--- src/rtl/irq_router_pkg.sv ---
package irq_router_pkg;
  localparam int FLAG_W = 6;
  localparam int CODE_W = 3;
  localparam logic [CODE_W-1:0] CODE_SHARED = 3'd0;
  localparam logic [CODE_W-1:0] CODE_OFF    = 3'd5;
  localparam logic [CODE_W-1:0] CODE_NOCAP  = 3'd6;
  localparam logic [FLAG_W-1:0] FLAG_NONE   = 6'h3F;

  typedef struct packed {
    logic selWr;
    logic vecWr;
    logic rdVec;
  } regStrobe_t;
endpackage

--- src/rtl/irq_router_ctrl.sv ---
module irq_router_ctrl
  import irq_router_pkg::*;
(
  input  logic       wrEn,
  input  logic       regAddr,
  output regStrobe_t strb
);
  always_comb begin
    strb.selWr = wrEn && !regAddr;
    strb.vecWr = wrEn && regAddr;
    strb.rdVec = regAddr;
  end
endmodule

--- src/rtl/irq_router_dp.sv ---
module irq_router_dp
  import irq_router_pkg::*;
#(
  parameter int NUM_SRC = 32,
  parameter int NUM_DED = 4,
  parameter int DATA_W  = 32
) (
  input  logic                clk,
  input  logic                rstN,
  input  regStrobe_t          strb,
  input  logic [DATA_W-1:0]   wrData,
  output logic [DATA_W-1:0]   rdData,
  input  logic [NUM_SRC-1:0]  srcReq,
  output logic [NUM_DED:0]    irqLine,
  input  logic [FLAG_W-1:0]   qryFlag,
  output logic [CODE_W-1:0]   qryLine,
  output logic [3:0]          qryIrq
);
  localparam int IDX_W  = $clog2(NUM_SRC);
  localparam int STRIDE = 8;
  localparam logic [FLAG_W-1:0] SRC_LIMIT = FLAG_W'(NUM_SRC);

  logic [FLAG_W-1:0]  field [NUM_DED];
  logic [NUM_SRC-1:0] vecReg;
  logic [NUM_DED:0]   lineNext;
  logic [DATA_W-1:0]  selRead;

  always_ff @(posedge clk or negedge rstN) begin
    if (!rstN) vecReg <= '0;
    else if (strb.vecWr) vecReg <= wrData[NUM_SRC-1:0];
  end

  assign lineNext[0] = |(srcReq & vecReg);

  for (genvar k = 0; k < NUM_DED; k++) begin : gLine
    always_ff @(posedge clk or negedge rstN) begin
      if (!rstN) field[k] <= FLAG_NONE;
      else if (strb.selWr) field[k] <= wrData[k*STRIDE +: FLAG_W];
    end
    assign lineNext[k+1] = (field[k] < SRC_LIMIT) && srcReq[field[k][IDX_W-1:0]];
  end

  always_ff @(posedge clk or negedge rstN) begin
    if (!rstN) irqLine <= '0;
    else irqLine <= lineNext;
  end

  always_comb begin
    selRead = '0;
    for (int k = 0; k < NUM_DED; k++) selRead[k*STRIDE +: FLAG_W] = field[k];
  end

  assign rdData = strb.rdVec ? DATA_W'(vecReg) : selRead;

  always_comb begin
    if (qryFlag == FLAG_NONE) begin
      qryLine = CODE_NOCAP;
    end else begin
      if ((qryFlag < SRC_LIMIT) && vecReg[qryFlag[IDX_W-1:0]]) qryLine = CODE_SHARED;
      else qryLine = CODE_OFF;
      for (int k = NUM_DED - 1; k >= 0; k--) begin
        if (field[k] == qryFlag) qryLine = CODE_W'(k + 1);
      end
    end
  end

  assign qryIrq = (qryLine <= CODE_W'(NUM_DED)) ? 4'(qryLine) + 4'd2 : 4'd0;
endmodule

--- src/rtl/irq_router.sv ---
module irq_router
  import irq_router_pkg::*;
(
  input  logic        clk,
  input  logic        rstN,
  input  logic        wrEn,
  input  logic        regAddr,
  input  logic [31:0] wrData,
  output logic [31:0] rdData,
  input  logic [31:0] srcReq,
  output logic [4:0]  irqLine,
  input  logic [5:0]  qryFlag,
  output logic [2:0]  qryLine,
  output logic [3:0]  qryIrq
);
  regStrobe_t strb;

  irq_router_ctrl u_ctrl (
    .wrEn(wrEn), .regAddr(regAddr), .strb(strb)
  );

  irq_router_dp #(.NUM_SRC(32), .NUM_DED(4), .DATA_W(32)) u_dp (
    .clk(clk), .rstN(rstN), .strb(strb), .wrData(wrData), .rdData(rdData),
    .srcReq(srcReq), .irqLine(irqLine), .qryFlag(qryFlag),
    .qryLine(qryLine), .qryIrq(qryIrq)
  );
endmodule

--- config.mk ---
export PLATFORM = sky130hd
export DESIGN_NAME = irq_router
export DESIGN_NICKNAME = d
export VERILOG_FILES = /design/src/rtl/irq_router_pkg.sv /design/src/rtl/irq_router_ctrl.sv /design/src/rtl/irq_router_dp.sv /design/src/rtl/irq_router.sv
export SDC_FILE = /design/constraint.sdc
export NUM_CORES = 1
export LEC_CHECK = 0
export BUFFER_PORTS_ARGS = -buffer_cell sky130_fd_sc_hd__buf_2
export CORE_MARGIN = 2
export CORE_UTILIZATION = 58
export DETAILED_ROUTE_END_ITERATION = 12
export HOLD_SLACK_MARGIN = 0.12
export PLACE_DENSITY_LB_ADDON = 0.05
export SYNTH_ARGS = -nofsm -noshare
export SYNTH_HDL_FRONTEND = slang
export SYNTH_SLANG_ARGS = --single-unit
--- constraint.sdc ---
create_clock -name clk -period 4.6 [get_ports clk]
set_input_delay 0.46 -clock clk [delete_from_list [all_inputs] [get_ports clk]]
set_output_delay 0.46 -clock clk [all_outputs]
set_load 0.005 [all_outputs]
# Word-level counts from Yosys, hierarchy flattened
# Index checks and enable logic that the tools add are counted.
[op_classes] n_addsub=1 magnitude_cmp=11 n_eq_ne=5 n_mux=18 n_bitwise=1 reduce_logical=9
[op_table] op="32-bit bitwise AND" n=1
[op_table] op="32-bit two-way mux" n=1
[op_table] op="32-bit OR reduction" n=1
[op_table] op="5-bit by 6-bit less-than comparator with 1-bit output (second input constant)" n=5
[op_table] op="6-bit less-than comparator (second input constant)" n=5
[op_table] op="1-bit binary-select mux with 5-bit select" n=5
[op_table] op="6-bit equality test" n=4
[op_table] op="3-bit two-way mux" n=6
[op_table] op="1-bit logical AND" n=7
[op_table] op="6-bit equality test (second input constant)" n=1
[op_table] op="1-bit two-way mux" n=5
[op_table] op="3-bit by 2-bit adder with 4-bit output (second input constant)" n=1
[op_table] op="4-bit two-way mux" n=1
[op_table] op="3-bit less-or-equal comparator (second input constant)" n=1
[op_table] op="1-bit zero test" n=1
[totals] register_bits=61 inputBits=74 output_inout_bits=44 elab_cells=51

# Logic depth before layout (Yosys ltp)
# Gate-level depths: netlist of run 1.
[logic_depth] depth_word=11 mapped_depth=10 depth_no_buf=8

# Cells and area by module
# From an unflattened synthesis of run 1, not the netlist that was laid out.
[hier_totals] cells_unflattened=325 area_unflattened_um2=4529.3
[modules_own_cells] mod="irq_router_dp" instances=1 cells_per_inst=322 area_each_um2=4505.6 seq_area_each_um2=1556.5
[modules_own_cells] mod="irq_router_ctrl" instances=1 cells_per_inst=3 area_each_um2=23.8 seq_area_each_um2=0.0

# Worst setup path before layout of run 1
# OpenSTA, ideal clock, no wires.
[synth_path] path_kind="input -> output" startpoint="in qryFlag[0]" endpoint="out qryIrq[2]" arrival_ps=2170 required_time_ps=4140 path_slack_ps=1970 path_stages=9 n_path_buf=1 cell_sequence="buf_6 > mux4_2 > or2_1 > a41oi_1 > a211oi_1 > o31ai_1 > ha_1 > nand2_1 > a21oi_1"
[synth_between] elab_chain_cells=11 elab_cells_between_ends=18 cone_classes="add/sub (1); order compare (2); eq/ne (5); mux (9); reduce/logical (1)"
[synth_lines] item="from (decl)" line="irq_router.sv:12" source="input logic [5:0] qryFlag,"
[synth_lines] item="1-bit binary-select mux with 5-bit select" line="irq_router_dp.sv:59" source="if ((qryFlag < SRC_LIMIT) && vecReg[qryFlag[IDX_W-1:0]]) qryLine = CODE_SHARED;"
[synth_lines] item="1-bit two-way mux (not written as such)" line="irq_router_dp.sv:59"
[synth_lines] item="1-bit logical AND" line="irq_router_dp.sv:59"
[synth_lines] item="3-bit two-way mux" line="irq_router_dp.sv:59"
[synth_lines] item="3-bit two-way mux (4 in a row)" line="irq_router_dp.sv:62" source="if (field[k] == qryFlag) qryLine = CODE_W'(k + 1);"
[synth_lines] item="3-bit two-way mux *" line="irq_router_dp.sv:56" source="if (qryFlag == FLAG_NONE) begin"
[synth_lines] item="named net qryLine[2]" line="irq_router.sv:13" source="output logic [2:0] qryLine,"
[synth_lines] item="3-bit by 2-bit adder with 4-bit output or 3-bit less-or-equal comparator (tied branches)" line="irq_router_dp.sv:67" source="assign qryIrq = (qryLine <= CODE_W'(NUM_DED)) ? 4'(qryLine) + 4'd2 : 4'd0;"
[synth_lines] item="4-bit two-way mux *" line="irq_router_dp.sv:67"
[synth_lines] item="to (decl)" line="irq_router.sv:14" source="output logic [3:0] qryIrq"
# The timed path passes the listed nets; every way through them passes the cells marked *. The select of a mux whose other input is x is not followed.

# Worst setup path in the final report of run 1
[layout_path] startpoint="reg u_dp.field[19] (netlist bit)" endpoint="out qryIrq[2]"
[layout_between] elab_chain_cells=5 elab_cells_between_ends=6 cone_classes="add/sub (1); order compare (1); eq/ne (1); mux (3)"
[layout_lines] item="from (decl)" line="irq_router_dp.sv:23" source="logic [FLAG_W-1:0] field [NUM_DED];"
[layout_lines] item="from (signal, indexed assignment)" line="irq_router_dp.sv:38" source="else if (strb.selWr) field[k] <= wrData[k*STRIDE +: FLAG_W];"
[layout_lines] item="6-bit equality test *" line="irq_router_dp.sv:62"
[layout_lines] item="3-bit two-way mux *" line="irq_router_dp.sv:62"
[layout_lines] item="3-bit two-way mux *" line="irq_router_dp.sv:56"
[layout_lines] item="3-bit by 2-bit adder with 4-bit output or 3-bit less-or-equal comparator (tied branches)" line="irq_router_dp.sv:67"
[layout_lines] item="4-bit two-way mux *" line="irq_router_dp.sv:67"
# Every way passes the cells marked *; elsewhere a longest branch is shown, timed or not.

==> results of run 1 <==
==> logic make-up after synthesis <==
kind of cell | count (synthesis) | synth area share, %
muxes | 135 | 45.8
DFF | 61 | 34.8
buffers and inverters | 26 | 2.99
adders and majority gates | 1 | 0.280
AOI/OAI and AO/OA | 31 | 5.48
xor gates and xnor gates | 24 | 4.70
and+or+nand+nor | 50 | 5.96
==> cell type report <==
type                       count  area [µm²]  share of cell area (%)
tap                          102         128                    2.42
clock buffer                  15         166                    3.16
clock inverter                 1        30.0                   0.570
multi-input combinational    241        2780                    52.8
sequential                    61        1560                    29.5
timing repair buffer         120         608                    11.5
==> worst max-delay path: stages, from the launching register on <==
cell and delay [ns]:
sky130_fd_sc_hd__dfstp_2 0.74, sky130_fd_sc_hd__xnor2_1 0.16, sky130_fd_sc_hd__nand4_1 0.11, sky130_fd_sc_hd__nor3_1 0.52
sky130_fd_sc_hd__o21ai_0 0.25, sky130_fd_sc_hd__ha_1 0.33, sky130_fd_sc_hd__nand2_1 0.04, sky130_fd_sc_hd__a21oi_1 0.10
sky130_fd_sc_hd__buf_2 0.12
==> metal layers <==
layer  share of wire [%]  wire length, µm  track usage, %
met3                  11             1390            10.3
met1                  39             5170            44.3
met2                  47             6170            51.4
met5                   0                0               0
met4                 2.9              377            8.58
==> through the flow <==
stage / total power (W) / hold slack [ns] / area [µm²]
6_report: 0.00188 / 0.278 / 5270
5_1_grt: 0.00197 / 0.333 / 5270
4_1_cts: 0.00188 / 0.300 / 5270
3_5_place_dp: 0.00139 / 0.506 / 5080
3_3_place_gp: 0.00138 / 0.497 / 5080
2_1_floorplan: 0.00116 / 0.164 / 4470
==> flip-flops by register name (all words and copies together), names as in the netlist <==
signal and cells:
u_dp.field 24, u_dp.irqLine 5, u_dp.vecReg 32
==> report_power, final <==
| group | internal (W) | total (W) | switching (W) |
|---|---|---|---|
| clock | 0.000281 | 0.000488 | 0.000207 |
| combinational | 0.000363 | 0.000577 | 0.000214 |
| sequential | 0.000647 | 0.000816 | 0.000170 |
==> cells in the final DEF, fill, tap and decap left out, types with 2 or more instances in the layout <==
cell	n
sky130_fd_sc_hd__a21oi_1	2
sky130_fd_sc_hd__a221oi_1	2
sky130_fd_sc_hd__a22o_1	3
sky130_fd_sc_hd__a22oi_1	13
sky130_fd_sc_hd__and2_1	8
sky130_fd_sc_hd__buf_2	117
sky130_fd_sc_hd__buf_4	3
sky130_fd_sc_hd__clkbuf_1	4
sky130_fd_sc_hd__clkbuf_8	11
sky130_fd_sc_hd__dfrtp_1	37
sky130_fd_sc_hd__dfstp_2	24
sky130_fd_sc_hd__mux2_2	80
sky130_fd_sc_hd__mux2i_1	8
sky130_fd_sc_hd__mux4_1	2
sky130_fd_sc_hd__mux4_2	45
sky130_fd_sc_hd__nand2_1	8
sky130_fd_sc_hd__nand3_1	3
sky130_fd_sc_hd__nand4_1	6
sky130_fd_sc_hd__nor2_1	9
sky130_fd_sc_hd__nor2b_1	2
sky130_fd_sc_hd__nor3_1	5
sky130_fd_sc_hd__o31ai_1	2
sky130_fd_sc_hd__xnor2_1	18
sky130_fd_sc_hd__xor2_1	6
==> synthesized netlist by cell type (3+ instances only) <==
cell                       instances
sky130_fd_sc_hd__xor2_1            6
sky130_fd_sc_hd__and2_1            8
sky130_fd_sc_hd__xnor2_1          18
sky130_fd_sc_hd__buf_1             3
sky130_fd_sc_hd__nand4_1           6
sky130_fd_sc_hd__dfstp_2          24
sky130_fd_sc_hd__nor2b_1           3
sky130_fd_sc_hd__a22o_1            3
sky130_fd_sc_hd__nand3_1           3
sky130_fd_sc_hd__mux2_2           80
sky130_fd_sc_hd__nor2_1            9
sky130_fd_sc_hd__a22oi_1          13
sky130_fd_sc_hd__nand2_1           8
sky130_fd_sc_hd__mux2i_1           8
sky130_fd_sc_hd__nor3_1            5
sky130_fd_sc_hd__mux4_2           45
sky130_fd_sc_hd__dfrtp_1          37
sky130_fd_sc_hd__clkbuf_1         15
sky130_fd_sc_hd__buf_4             4
==> path summary, 6_finish.rpt <==
check	endpoint	slack, ns	depth (start not counted)
setup / recovery	qryIrq[2]	1.43	8
hold / removal	u_dp.vecReg[5]	0.28	2
setup reg to reg	u_dp.irqLine[2]	2.42	4
hold reg to reg	u_dp.irqLine[2]	0.52	1
max in group asynchronous	u_dp.vecReg[18]	3.81	2
min in group clk	u_dp.vecReg[6]	0.34	2
==> impl_summary.md, run 1 <==
Drt
The detailed-route wire length per cell is 24.3 µm. Wires add up to 13100 µm. The first detailed-routing pass took 5 iterations. After detailed routing, the number of vias per cell comes to 6.67. The post-route DRC violation count is 0. For this block, the initial DRC count from the detailed router was 301. The count of nets left with antenna violations after detail routing is 0. The final route contains 3604 vias.

Clocking
TritonCTS built the clock tree. The H-tree depth is 3. Buffers inserted to repair hold after CTS numbered 0.

Clock-pin slew was measured on the worst setup and hold paths at 0.07 ns. The clock reaches the later pin of the worst-skew pair after 0.34 ns. Counting along the longest clock path gives a buffer depth of 2. The number of sinks driven by the clock tree is 61. The tree is rooted in a sky130_fd_sc_hd__clkbuf_8. The number of buffers inserted during clock tree synthesis is 9.

The post-CTS setup buffer count is 0. Post-CTS repair changed the size of 0 cells.

Placement
The HPWL reported at the end of detailed placement is 9770 µm. The last weighted congestion value of the routability-driven placer is 1.09. OpenSTA, run right after detailed placement, puts the worst setup slack at 1.46 ns. The number of placed instances with taps included is ~520. Buffers placed on the I/O ports in this run total 117.

Worst setup path
The worst setup path is launched from a flip-flop. The most critical setup path has its startpoint at u_dp.field[19]. The path type of the worst setup path is flip-flop to output pin. The data required time of the worst path is 4.14 ns. The worst setup path is captured at an output pin.

The beginning of the worst register-to-register path is u_dp.field[12]. Along the worst path, the maximum fanout reaches 11. The data arrival at the endpoint of the critical path is 2.71 ns.

Timing
The worst-case headroom to the max-slew limit is 48.3%. The actual transition at the worst max-transition pin is around 0.77 ns. Clock skew on the completed layout was measured at 0.00723 ns. The final hold violation count is 0. The maximum achievable frequency is 316 MHz.

The minimum clock period is 3.17 ns. For the final routed database, the setup TNS stands at 0 ns. Setup repair after global routing left no endpoint under its margin. Setup violations remaining at the end of the flow were counted as 0.

The total count of max-transition violations in the final report came to 0. The worst-case setup margin in the final layout is 1.43 ns. The worst path uses 68.9% of the clock period.

Yosys
Summed over all instances, the cell type with the most area after synthesis is sky130_fd_sc_hd__mux4_2. The number of nets in the synthesized netlist is 403. The flip-flop and latch count after synthesis is 61.

Dividing the synthesized area by the synthesized cell count gives ~14 µm². The cell count after synthesis is around 330. The fraction of synthesized cell area taken by the top area cell type is 22.7%.

During synthesis, Yosys emitted a total of 0 warnings. The number of synthesized flops with an enable pin is 0. The number of distinct library cells after synthesis is between 40 and 50. The share of synthesized area occupied by flip-flops and latches is 34.8%. The synthesized netlist occupies a cell area of about 4500 µm².

The most instantiated flip-flop cell in the synthesis netlist is sky130_fd_sc_hd__dfrtp_1. The share of synthesized flip-flops with an asynchronous set or reset is 100%. Sorting the synthesized cells by area gives the leading types as sky130_fd_sc_hd__mux4_2 (23%), sky130_fd_sc_hd__dfrtp_1 (21%), sky130_fd_sc_hd__mux2_2 (20%), sky130_fd_sc_hd__dfstp_2 (14%), sky130_fd_sc_hd__xnor2_1 (3.5%).

Status
The flow ran to the end, and the final reports show no timing, DRC or antenna violations.

Die
The die boundary width is approximately 92 µm. The area of the core is roughly 7600 µm². The die covers 8430 µm². The number of placed I/O pins is around 120. The floorplan row count is 32. The floorplan die height is 91.8 µm. The initial utilization of the core area, before any placement, comes to 58.8%.

Final layout
The final layout contains 508 nets. In the final layout, the share of cells above drive strength 1 is approximately 65%. For this run, the number of standard cells in the final layout without fillers is 540. Fill cells in the final layout number 563. Measured on the finished design, the core utilization comes to just under 70%. The layout overhead on the synthesized area is 17.9%. The antenna cell count is 0.

Power and ir drop
Across the VDD grid, the largest voltage drop is approximately 0.20 mV. For this design the static power due to leakage is 2.19 nW. The power density over the cells is 357 nW/µm².

Min path
The path category of the worst min-delay check is primary input to asynchronous set/reset pin.

Global route
For this run, the total global-route usage over all layers was measured as 32.6%. The first global-routing pass estimated ~20000 µm of wire. The number of global-route vias before repair is ~3600. The initial antenna violation count is 0. The residual overflow from global routing is 0. Entering global routing, the biggest net connects 62 pins.

Job
The max capacitance violation total is 0.
No activity file was read; power rests on OpenSTA's default activity.
==> run 2: changes to the inputs <==
--- a/config.mk
+++ b/config.mk
@@ -5,9 +5,10 @@
 export SDC_FILE = /design/constraint.sdc
 export NUM_CORES = 1
 export LEC_CHECK = 0
+export ABC_AREA = 1
 export BUFFER_PORTS_ARGS = -buffer_cell sky130_fd_sc_hd__buf_2
 export CORE_MARGIN = 2
-export CORE_UTILIZATION = 58
+export CORE_UTILIZATION = 54
 export DETAILED_ROUTE_END_ITERATION = 12
 export HOLD_SLACK_MARGIN = 0.12
 export PLACE_DENSITY_LB_ADDON = 0.05
==> constraint.sdc (replaced) <==
create_clock -name clk -period 2.95 [get_ports clk]
set_input_delay 0.295 -clock clk [delete_from_list [all_inputs] [get_ports clk]]
set_output_delay 0.295 -clock clk [all_outputs]
set_load 0.005 [all_outputs]
==> run 2 against run 1 <==
  * Utilization down 2.8 points
  * Count of clock-buffer cells in the layout down 3
  * Synthesized area up 3.7%
  * Non-clock buffer count up 5
  * Global-route usage up 5.2 points
  * Total power up 57%
==> impl_summary.md, run 2 <==
Drt
The count of nets left with antenna violations after detail routing is 0 (unchanged). The met2 routed wirelength is 7790 µm (+26%). The number of search-and-repair iterations in the first detailed-routing pass came to 7 (+2).

The met1 wire length came to 7030 µm (+36%). The ratio of routed vias to standard cells is 6.13 (-8.2%). The top routing layer in use is met4.

The number of vias after detailed routing is 5678 (+58%). The post-route DRC violation count is 0 (unchanged). The total met3 wirelength after detailed routing came to 2600 µm (+87%). The wire length after detailed routing is 18000 µm (+37%).

The starting DRC count in detailed routing is 857 (+180%). The detailed-route wire length per cell is 19.4 µm (-20%).

Worst setup path
The delay of the slowest cell on the worst path is 0.61 ns (-0.13 ns). The maximum fanout encountered on the critical timing path came to 15 (+4). The data arrival at the endpoint of the critical path is 2.46 ns (-0.25 ns). The critical path's slowest cell is sky130_fd_sc_hd__dfstp_2.

The kind of cell with the highest combined delay along the critical path is flip-flops. By startpoint and endpoint, the worst setup path is classified as flip-flop to output pin. The critical path goes through inv_1 -> o22ai_1 -> a21oi_1 -> nand4_1 -> nand2_1 -> a21oi_1 -> inv_1 -> ha_1 -> inv_1 -> a21oi_1 -> buf_2. The number of buffers and inverters on the critical path is 4 (+3).

STA classifies the critical path endpoint as an output pin. The data required time of the worst path is 2.65 ns (-1.49 ns). The worst setup path is launched from a flip-flop.

Die
The area of the core is 8260 µm² (+8.6%). The number of placed I/O pins came to 118 (unchanged). The die area was 9350 µm² (+11%). The die boundary width is 96.7 µm (+5.3%). The floorplan die height is 96.7 µm (+5.3%). The floorplan row count is 33 (+3.1%). The starting density of the core is 56.2% (-2.6 points).

Clocking
The buffer type at the clock tree root is sky130_fd_sc_hd__clkbuf_8. The post-CTS setup buffer count is 0 (unchanged). The hold-fix buffer count after cts is 1 (+1).

The clock transition at the register clock pins on the worst setup and hold paths after CTS is 0.07 ns (about the same). The number of buffers inserted during clock tree synthesis is 9 (unchanged). The later-pin clock latency in the skew report came to 0.34 ns (about the same). The maximum clock insertion buffer count is 2 (unchanged). The H-tree depth is 3 (unchanged).

The number of sinks driven by the clock tree is 61 (unchanged). TritonCTS built the clock tree. The post-cts sizing count was 0 (unchanged).

Timing
Setup repair after global routing left no endpoint under its margin. The worst-case headroom to the max-slew limit was 62.6% (+14 points). The final period utilization is 93.3%. Timing would allow up to 363 MHz.

The clock tree skew after final layout is 0.00353 ns (-0.00371 ns). The final-layout setup total negative slack was 0 ns (unchanged). The final hold violation count is 0 (unchanged). The actual transition at the worst max-transition pin was 0.560 ns (-0.215 ns). The setup-violating endpoint count in the final report was 0 (unchanged). For the finished layout, the period the worst path requires is around 2.8 ns. The total count of max-transition violations in the final report was 0 (unchanged).

Power and ir drop
The switching fraction of total power was 37.0% (+5.6 points). The internal power of the cells is 0.00186 W (+44%). The part of the total power dissipated in combinational logic was 30.4% (-0.3 points). The sequential fraction of design power is 39.4% (-4.0 points). The leakage power summed over all cells is 2.76 nW (+26%). The power density over the cells is 539 nW/µm² (+51%). The switching component of the power is 0.00110 W (+86%). The share of power burned in the clock network is 30.2% (+4.3 points). The peak supply drop was 0.326 mV (+61%).

Yosys
The share of cell area taken by muxes after synthesis came to 0% (-46 points). By area the synthesized netlist is led by sky130_fd_sc_hd__dfrtp_1 (20%), sky130_fd_sc_hd__o21ai_0 (16%), sky130_fd_sc_hd__dfstp_2 (14%), sky130_fd_sc_hd__nand2_1 (12%), sky130_fd_sc_hd__inv_1 (7.5%). In the synthesized netlist, the cells that appear most often are sky130_fd_sc_hd__nand2_1 (150), sky130_fd_sc_hd__o21ai_0 (144), sky130_fd_sc_hd__inv_1 (93).

Yosys instantiated no cell more often than sky130_fd_sc_hd__nand2_1. The dominant combinational cell family by area after synthesis is compound AO/OA/AOI/OAI gates. The share of synthesized area occupied by flip-flops and latches is 33.5% (-1.3 points). The share of the synthesized netlist area taken by xor and xnor gates is 1.51% (-3.2 points).

The post-synthesis share of cell area spent on full adders, half adders and majority gates was 0.270% (-0.010 points). The simple-gate area share of the yosys netlist is 23.8% (+18 points). The most used flip-flop cell after synthesis is sky130_fd_sc_hd__dfrtp_1. The flip-flop and latch count after synthesis is 61 (unchanged).

The fraction of synthesized cell area taken by the top area cell type is 20.0% (-2.7 points). The cell count after synthesis is 726 (+120%). The mean instance size in the synthesized netlist was 6.39 µm² (-53%). The synthesis warning total was 0 (unchanged). The net count of the mapped netlist is 801 (+99%).

The share of synthesized flip-flops with an asynchronous set or reset is 100% (unchanged). The number of distinct library cells after synthesis came to 30 (-32%). The total standard cell area after synthesis is 4640 µm² (+3.7%).

The number of synthesized flops with an enable pin was 0 (unchanged). The dominant cell type by area after synthesis is sky130_fd_sc_hd__dfrtp_1. The area fraction in compound gates after synthesis is 29.2% (+24 points).

Status
The flow ran to the end, and the final reports show no timing, DRC or antenna violations.

Final layout
The antenna cell count was 0 (unchanged). The fill cell total of the finished layout is 756 (+34%). The share of the core filled with cells is 66.5% (-2.8 points).

The total number of nets in the final design is 893 (+76%). The largest registers in the layout are u_dp.vecReg (32), u_dp.field (24), u_dp.irqLine (5). Relative to the synthesized area, the layout overhead comes to 18.4%. Ranked by flip-flop count, first place goes to u_dp.vecReg. The library cells used most frequently in the layout, excluding fill and tap cells, are sky130_fd_sc_hd__nand2_1 (149), sky130_fd_sc_hd__o21ai_0 (144), sky130_fd_sc_hd__buf_2 (117). The library cell used most frequently in the layout, excluding fill and tap cells, is sky130_fd_sc_hd__nand2_1. The layout cell share with drive strength beyond 1 is 20.6% (-45 points). The number of flip-flops under the largest register name is 32 (unchanged).

Placement
The last weighted congestion value of the routability-driven placer came to 1.01 (-7.3%). The number of input and output port buffers inserted was 117 (unchanged). The HPWL reported at the end of detailed placement is 13000 µm (+33%).

Global route
The residual overflow from global routing was 0 (unchanged). The first-pass GRT wire length is 27700 µm (+35%). The largest net degree at the start of global routing was 62 (unchanged). The number of global-route vias before repair is 5044 (+40%). The initial antenna violation count was 0 (unchanged). The overall routing resource usage came to 37.8% (+5.2 points).

Min path
The path category of the worst min-delay check is primary input to flip-flop.

Job
The max capacitance violation total was 0 (unchanged).
run 2: changes by cell type after synthesis, sizes merged, moves of 22 or more:
cell / change
nor2: +67
nand2: +144
a21oi: +42
o21ai: +147
mux4: -47
clkbuf: +22
mux2: -80
nand3: +32
inv: +95
run 2: kinds of logic after synthesis:
kind of cell    after synthesis
simple gates                273
xor+xnor                      8
buf+inv                     139
flops                        61
compound gates              244
fa+ha+maj                     1
run 2: routing by layer:
layer / track usage [%] / vias to the layer above
met2: 57.4 / 429
li1: - / 2599
met5: 0 / -
met1: 53.8 / 2588
met4: 12.0 / 0
met3: 8.45 / 62
run 2: cell type report:
class                           count  area [µm²]  area share, %
Sequential cell                    61        1560           28.3
Clock buffer                       12         165           3.01
Tap cell                          105         131           2.39
Multi-Input combinational cell    526        2540           46.3
Timing Repair Buffer              125         673           12.3
Inverter                           95         357           6.49
Clock inverter                      3        67.6           1.23
run 2: tightest hold or removal path: cells and delay by family:
family | cells | cell delay, ns
buffers and inverters | 2 | 0.14
AO/OA/AOI/OAI | 1 | 0.08
run 2: power groups by stage:
stage	Clock, W	Sequential (W)	Combinational (W)
2_1_floorplan	0	0.00107	0.000582
3_3_place_gp	0	0.00116	0.000849
3_5_place_dp	0	0.00116	0.000873
4_1_cts	0.000898	0.00115	0.000880
5_1_grt	0.000938	0.00117	0.00100
6_report	0.000893	0.00117	0.000901
run 2: path summary, 6_finish.rpt:
check / slack (ns) / from / depth (start not counted) / end
worst max-delay path: 0.20 / u_dp.field[7] / 11 / qryIrq[2]
worst min-delay path: 0.18 / wrData[3] / 3 / u_dp.field[21]
worst max register to register: 0.88 / u_dp.field[6] / 8 / u_dp.irqLine[3]
worst min register to register: 0.51 / u_dp.field[17] / 2 / u_dp.field[17]
max in group asynchronous: 2.14 / rstN / 3 / u_dp.field[3]
min in group asynchronous: 0.48 / rstN / 3 / u_dp.vecReg[1]
run 2: stage by stage:
step                cells  area, µm²  total power (W)  setup slack [ns]  hold WS (ns)
floorplan             726       4640          0.00165             0.894     -0.000591
global placement      911       5250          0.00201             0.496         0.316
detailed placement    911       5250          0.00204             0.444         0.328
CTS                   927       5490          0.00293             0.238         0.170
global route          927       5490          0.00311           0.00838         0.195
finish                927       5490          0.00296             0.196         0.179
==> run 3: changes to the inputs <==
--- a/config.mk
+++ b/config.mk
@@ -8,7 +8,7 @@
 export ABC_AREA = 1
 export BUFFER_PORTS_ARGS = -buffer_cell sky130_fd_sc_hd__buf_2
 export CORE_MARGIN = 2
-export CORE_UTILIZATION = 54
+export CORE_UTILIZATION = 45
 export DETAILED_ROUTE_END_ITERATION = 12
 export HOLD_SLACK_MARGIN = 0.12
 export PLACE_DENSITY_LB_ADDON = 0.05
==> constraint.sdc (replaced) <==
create_clock -name clk -period 2.35 [get_ports clk]
set_input_delay 0.235 -clock clk [delete_from_list [all_inputs] [get_ports clk]]
set_output_delay 0.235 -clock clk [all_outputs]
set_load 0.005 [all_outputs]
==> run 3 against run 2 <==
  * The flow now finishes with violations (negative setup slack)
  * Total power up 29%
  * Die area is 19% higher
  * Non-clock buffer count is 45 higher
  * Sequential power up 20%
  * Sequential share of layout area decreased by 2.2 points
  * Final area is 8.3% higher
  * Worst hold slack lost 0.050 ns
  * Register-to-register slack worse by 0.46 ns
  * Combinational power rose by 45%
  * Utilization fell by 8.1 points
==> impl_summary.md, run 3 (synthesized netlist as in run 2, its figures left out) <==
Min path
The path category of the worst min-delay check is primary input to flip-flop. The cell depth of the worst min-delay path is 3 (unchanged).

Global route
The overall routing resource usage is 33.3% (-4.5 points). The number of global-route vias before repair came to 5097 (+1.1%). The first-pass GRT wire length is 28700 µm (+3.4%). The initial antenna violation count is 0 (unchanged). The residual overflow from global routing is 0 (unchanged). The largest net degree at the start of global routing is 49 (-21%).

Die
The floorplan row count was 37 (+12%). The floorplan die height is 106 µm (+9.1%). The number of placed I/O pins is 118 (unchanged).

The area of the core is 10200 µm² (+23%). The die boundary width was 106 µm (+9.1%). The starting density of the core is 45.6% (-11 points). The die area is 11100 µm² (+19%).

Worst setup path
The data required time of the worst path came to 2.12 ns (-0.53 ns). The worst reg-to-reg path cell count is 9 (+1). The critical path in this run is classified as flip-flop to output pin. The number of buffers and inverters on the critical path is 2 (-2). The delay of the slowest cell on the worst path is 0.60 ns (about the same). Traced cell by cell, the critical path runs through nor2_4 -> nor4_2 -> nand3_1 -> nand2_1 -> nand3b_1 -> nand2_2 -> ha_4 -> inv_2 -> a21oi_2 -> buf_2. The maximum fanout encountered on the critical timing path is 4 (-11).

STA classifies the critical path endpoint as an output pin. The number of cells on the critical path was 10 (-1). The worst setup path is launched from a flip-flop. The critical path's slowest cell is sky130_fd_sc_hd__dfstp_2.

The data arrival at the endpoint of the critical path is 2.20 ns (-0.26 ns). Among cell families on the critical path, the largest total delay comes from simple AND/OR/NAND/NOR gates.

Clocking
The later-pin clock latency in the skew report came to 0.35 ns (about the same). The H-tree depth was 3 (unchanged). The buffer type at the clock tree root is sky130_fd_sc_hd__clkbuf_8. The number of buffers inserted during clock tree synthesis is 9 (unchanged). The maximum clock insertion buffer count is 2 (unchanged). The clock transition at the register clock pins on the worst setup and hold paths after CTS came to 0.07 ns (about the same). The number of sinks driven by the clock tree was 61 (unchanged). The clock tree from TritonCTS is yes.

Drt
The starting DRC count in detailed routing came to 550 (-36%). The number of search-and-repair iterations in the first detailed-routing pass was 5 (-2). The post-route DRC violation count is 0 (unchanged). The ratio of routed vias to standard cells was 5.60 (-8.6%). The number of vias after detailed routing is 5621 (-1.0%). The count of nets left with antenna violations after detail routing came to 0 (unchanged).

The wire length after detailed routing is 18400 µm (+2.2%). The detailed-route wire length per cell is 18.3 µm (-5.6%).

Final layout
The layout overhead on the synthesized area is 28.2%. The total number of nets in the final design is 938 (+5.0%). The fill cell total of the finished layout was 1004 (+33%).

The share of the core filled with cells was 58.4% (-8.1 points). The number of flip-flops under the largest register name came to 32 (unchanged). The antenna cell count is 0 (unchanged). The layout cell share with drive strength beyond 1 is 24.8% (+4.2 points). Leaving out fill and tap cells, the most frequent cells in the layout are sky130_fd_sc_hd__nand2_1 (147), sky130_fd_sc_hd__o21ai_0 (144), sky130_fd_sc_hd__buf_2 (117). The leading cell type in the layout, fill and taps excluded is sky130_fd_sc_hd__nand2_1. u_dp.vecReg holds more flip-flops than any other register. The largest registers in the layout are u_dp.vecReg (32), u_dp.field (24), u_dp.irqLine (5).

Placement
The number of input and output port buffers inserted is 117 (unchanged). The HPWL reported at the end of detailed placement came to 13600 µm (+5.1%). The last weighted congestion value of the routability-driven placer came to 0.942 (-6.8%).

Timing
The worst hold margin is 0.129 ns (-0.0500 ns). The worst-case setup margin in the final layout is -0.0807 ns (-0.277 ns). The clock tree skew after final layout is 0.00618 ns (+0.00265 ns). Subtracting the final worst setup slack from the clock period gives 2.43 ns. The setup-violating endpoint count in the final report is 2 (+2). The maximum achievable frequency is about 410 MHz.

Setup repair after global routing could not meet its margin everywhere. The worst-case headroom to the max-slew limit is 55.7% (-6.9 points). The actual transition at the worst max-transition pin is 0.665 ns (+0.105 ns). The final critical path takes up 103% of the cycle. The final hold violation count came to 0 (unchanged). The total count of max-transition violations in the final report was 0 (unchanged).

Job
The max capacitance violation total is 0 (unchanged).

Power and ir drop
The leakage power summed over all cells is 2.97 nW (+7.4%). The part of the total power dissipated in combinational logic is 34.4% (+4.0 points). The share of power burned in the clock network is 28.8% (-1.4 points). The sequential fraction of design power is 36.8% (-2.6 points). The power density over the cells is 642 nW/µm² (+19%). The internal power of the cells was 0.00241 W (+29%). The switching fraction of total power is 36.8% (-0.24 points). The switching component of the power is 0.00140 W (+28%).

The peak supply drop is 0.451 mV (+38%).

Status
The run finished, with violations left. The checks that failed: negative setup slack.
-- run 3: cell types whose count changed in the layout (fill, tap and decap cells not counted), sizes merged --
| cell | change |
|---|---|
| clkinv | +2 |
| dlygate4sd3 | +16 |
| clkinvlp | -1 |
| buf | +29 |
-- run 3: power by group through the flow --
stage	Sequential [W]	Combinational (W)	Clock (W)
after floorplan	0.00134	0.000731	0
after global placement	0.00143	0.00118	0
after detailed placement	0.00142	0.00119	0
after CTS	0.00139	0.00128	0.00112
after global routing	0.00141	0.00147	0.00116
final	0.00140	0.00131	0.00110
-- run 3: worst paths after layout --
check                               start         endpoint  slack [ns]
min                            wrData[29]    u_dp.field[5]        0.13
max in group asynchronous            rstN   u_dp.field[17]        1.22
max                        u_dp.field[12]        qryIrq[2]       -0.08
max reg2reg                 u_dp.field[0]  u_dp.irqLine[4]        0.42
min reg2reg                 u_dp.field[5]    u_dp.field[5]        0.52
min in group asynchronous            rstN   u_dp.vecReg[6]        0.44
-- run 3: metal layers --
metal | vias up | share of wire (%) | GRT usage [%]
met4 | 0 | 2.8 | 10.4
li1 | 2688 | - | -
met2 | 324 | 43 | 49.4
met5 | - | 0 | 0
met3 | 41 | 10 | 6.31
met1 | 2568 | 44 | 49.1
-- run 3: through the flow --
| step | total power, W | setup WS (ns) | TNS (ns) | area [µm²] | cells |
|---|---|---|---|---|---|
| after global placement | 0.00260 | 0.173 | 0 | 5420 | 959 |
| after CTS | 0.00378 | -0.0789 | -0.0789 | 5910 | 1001 |
| after global routing | 0.00403 | -0.221 | -0.603 | 5950 | 1004 |
| final | 0.00382 | -0.0807 | -0.0842 | 5950 | 1004 |
| after floorplan | 0.00207 | 0.354 | 0 | 4640 | 726 |
| after detailed placement | 0.00261 | 0.163 | 0 | 5420 | 959 |
-- run 3: cell type report --
class	count	area (µm²)	area share (%)
multi-input combinational	526	2590	43.5
sequential	61	1560	26.2
timing repair buffer	170	1050	17.7
inverter	95	357	5.99
tap	136	170	2.86
clock buffer	12	155	2.61
clock inverter	4	70.1	1.18
-- run 3: what timing repair did --
action	CTS	global route
setup buffers	9	3
pin swaps	7	6
cloned	0	0
resized for setup	7	11
hold endpoints to repair	34	0
hold buffers	17	0
setup endpoints to repair	2	6
-- run 3: worst min-delay path: stages --
cell	delay, ns
sky130_fd_sc_hd__buf_2	0.09
sky130_fd_sc_hd__inv_1	0.05
sky130_fd_sc_hd__o21ai_0	0.09
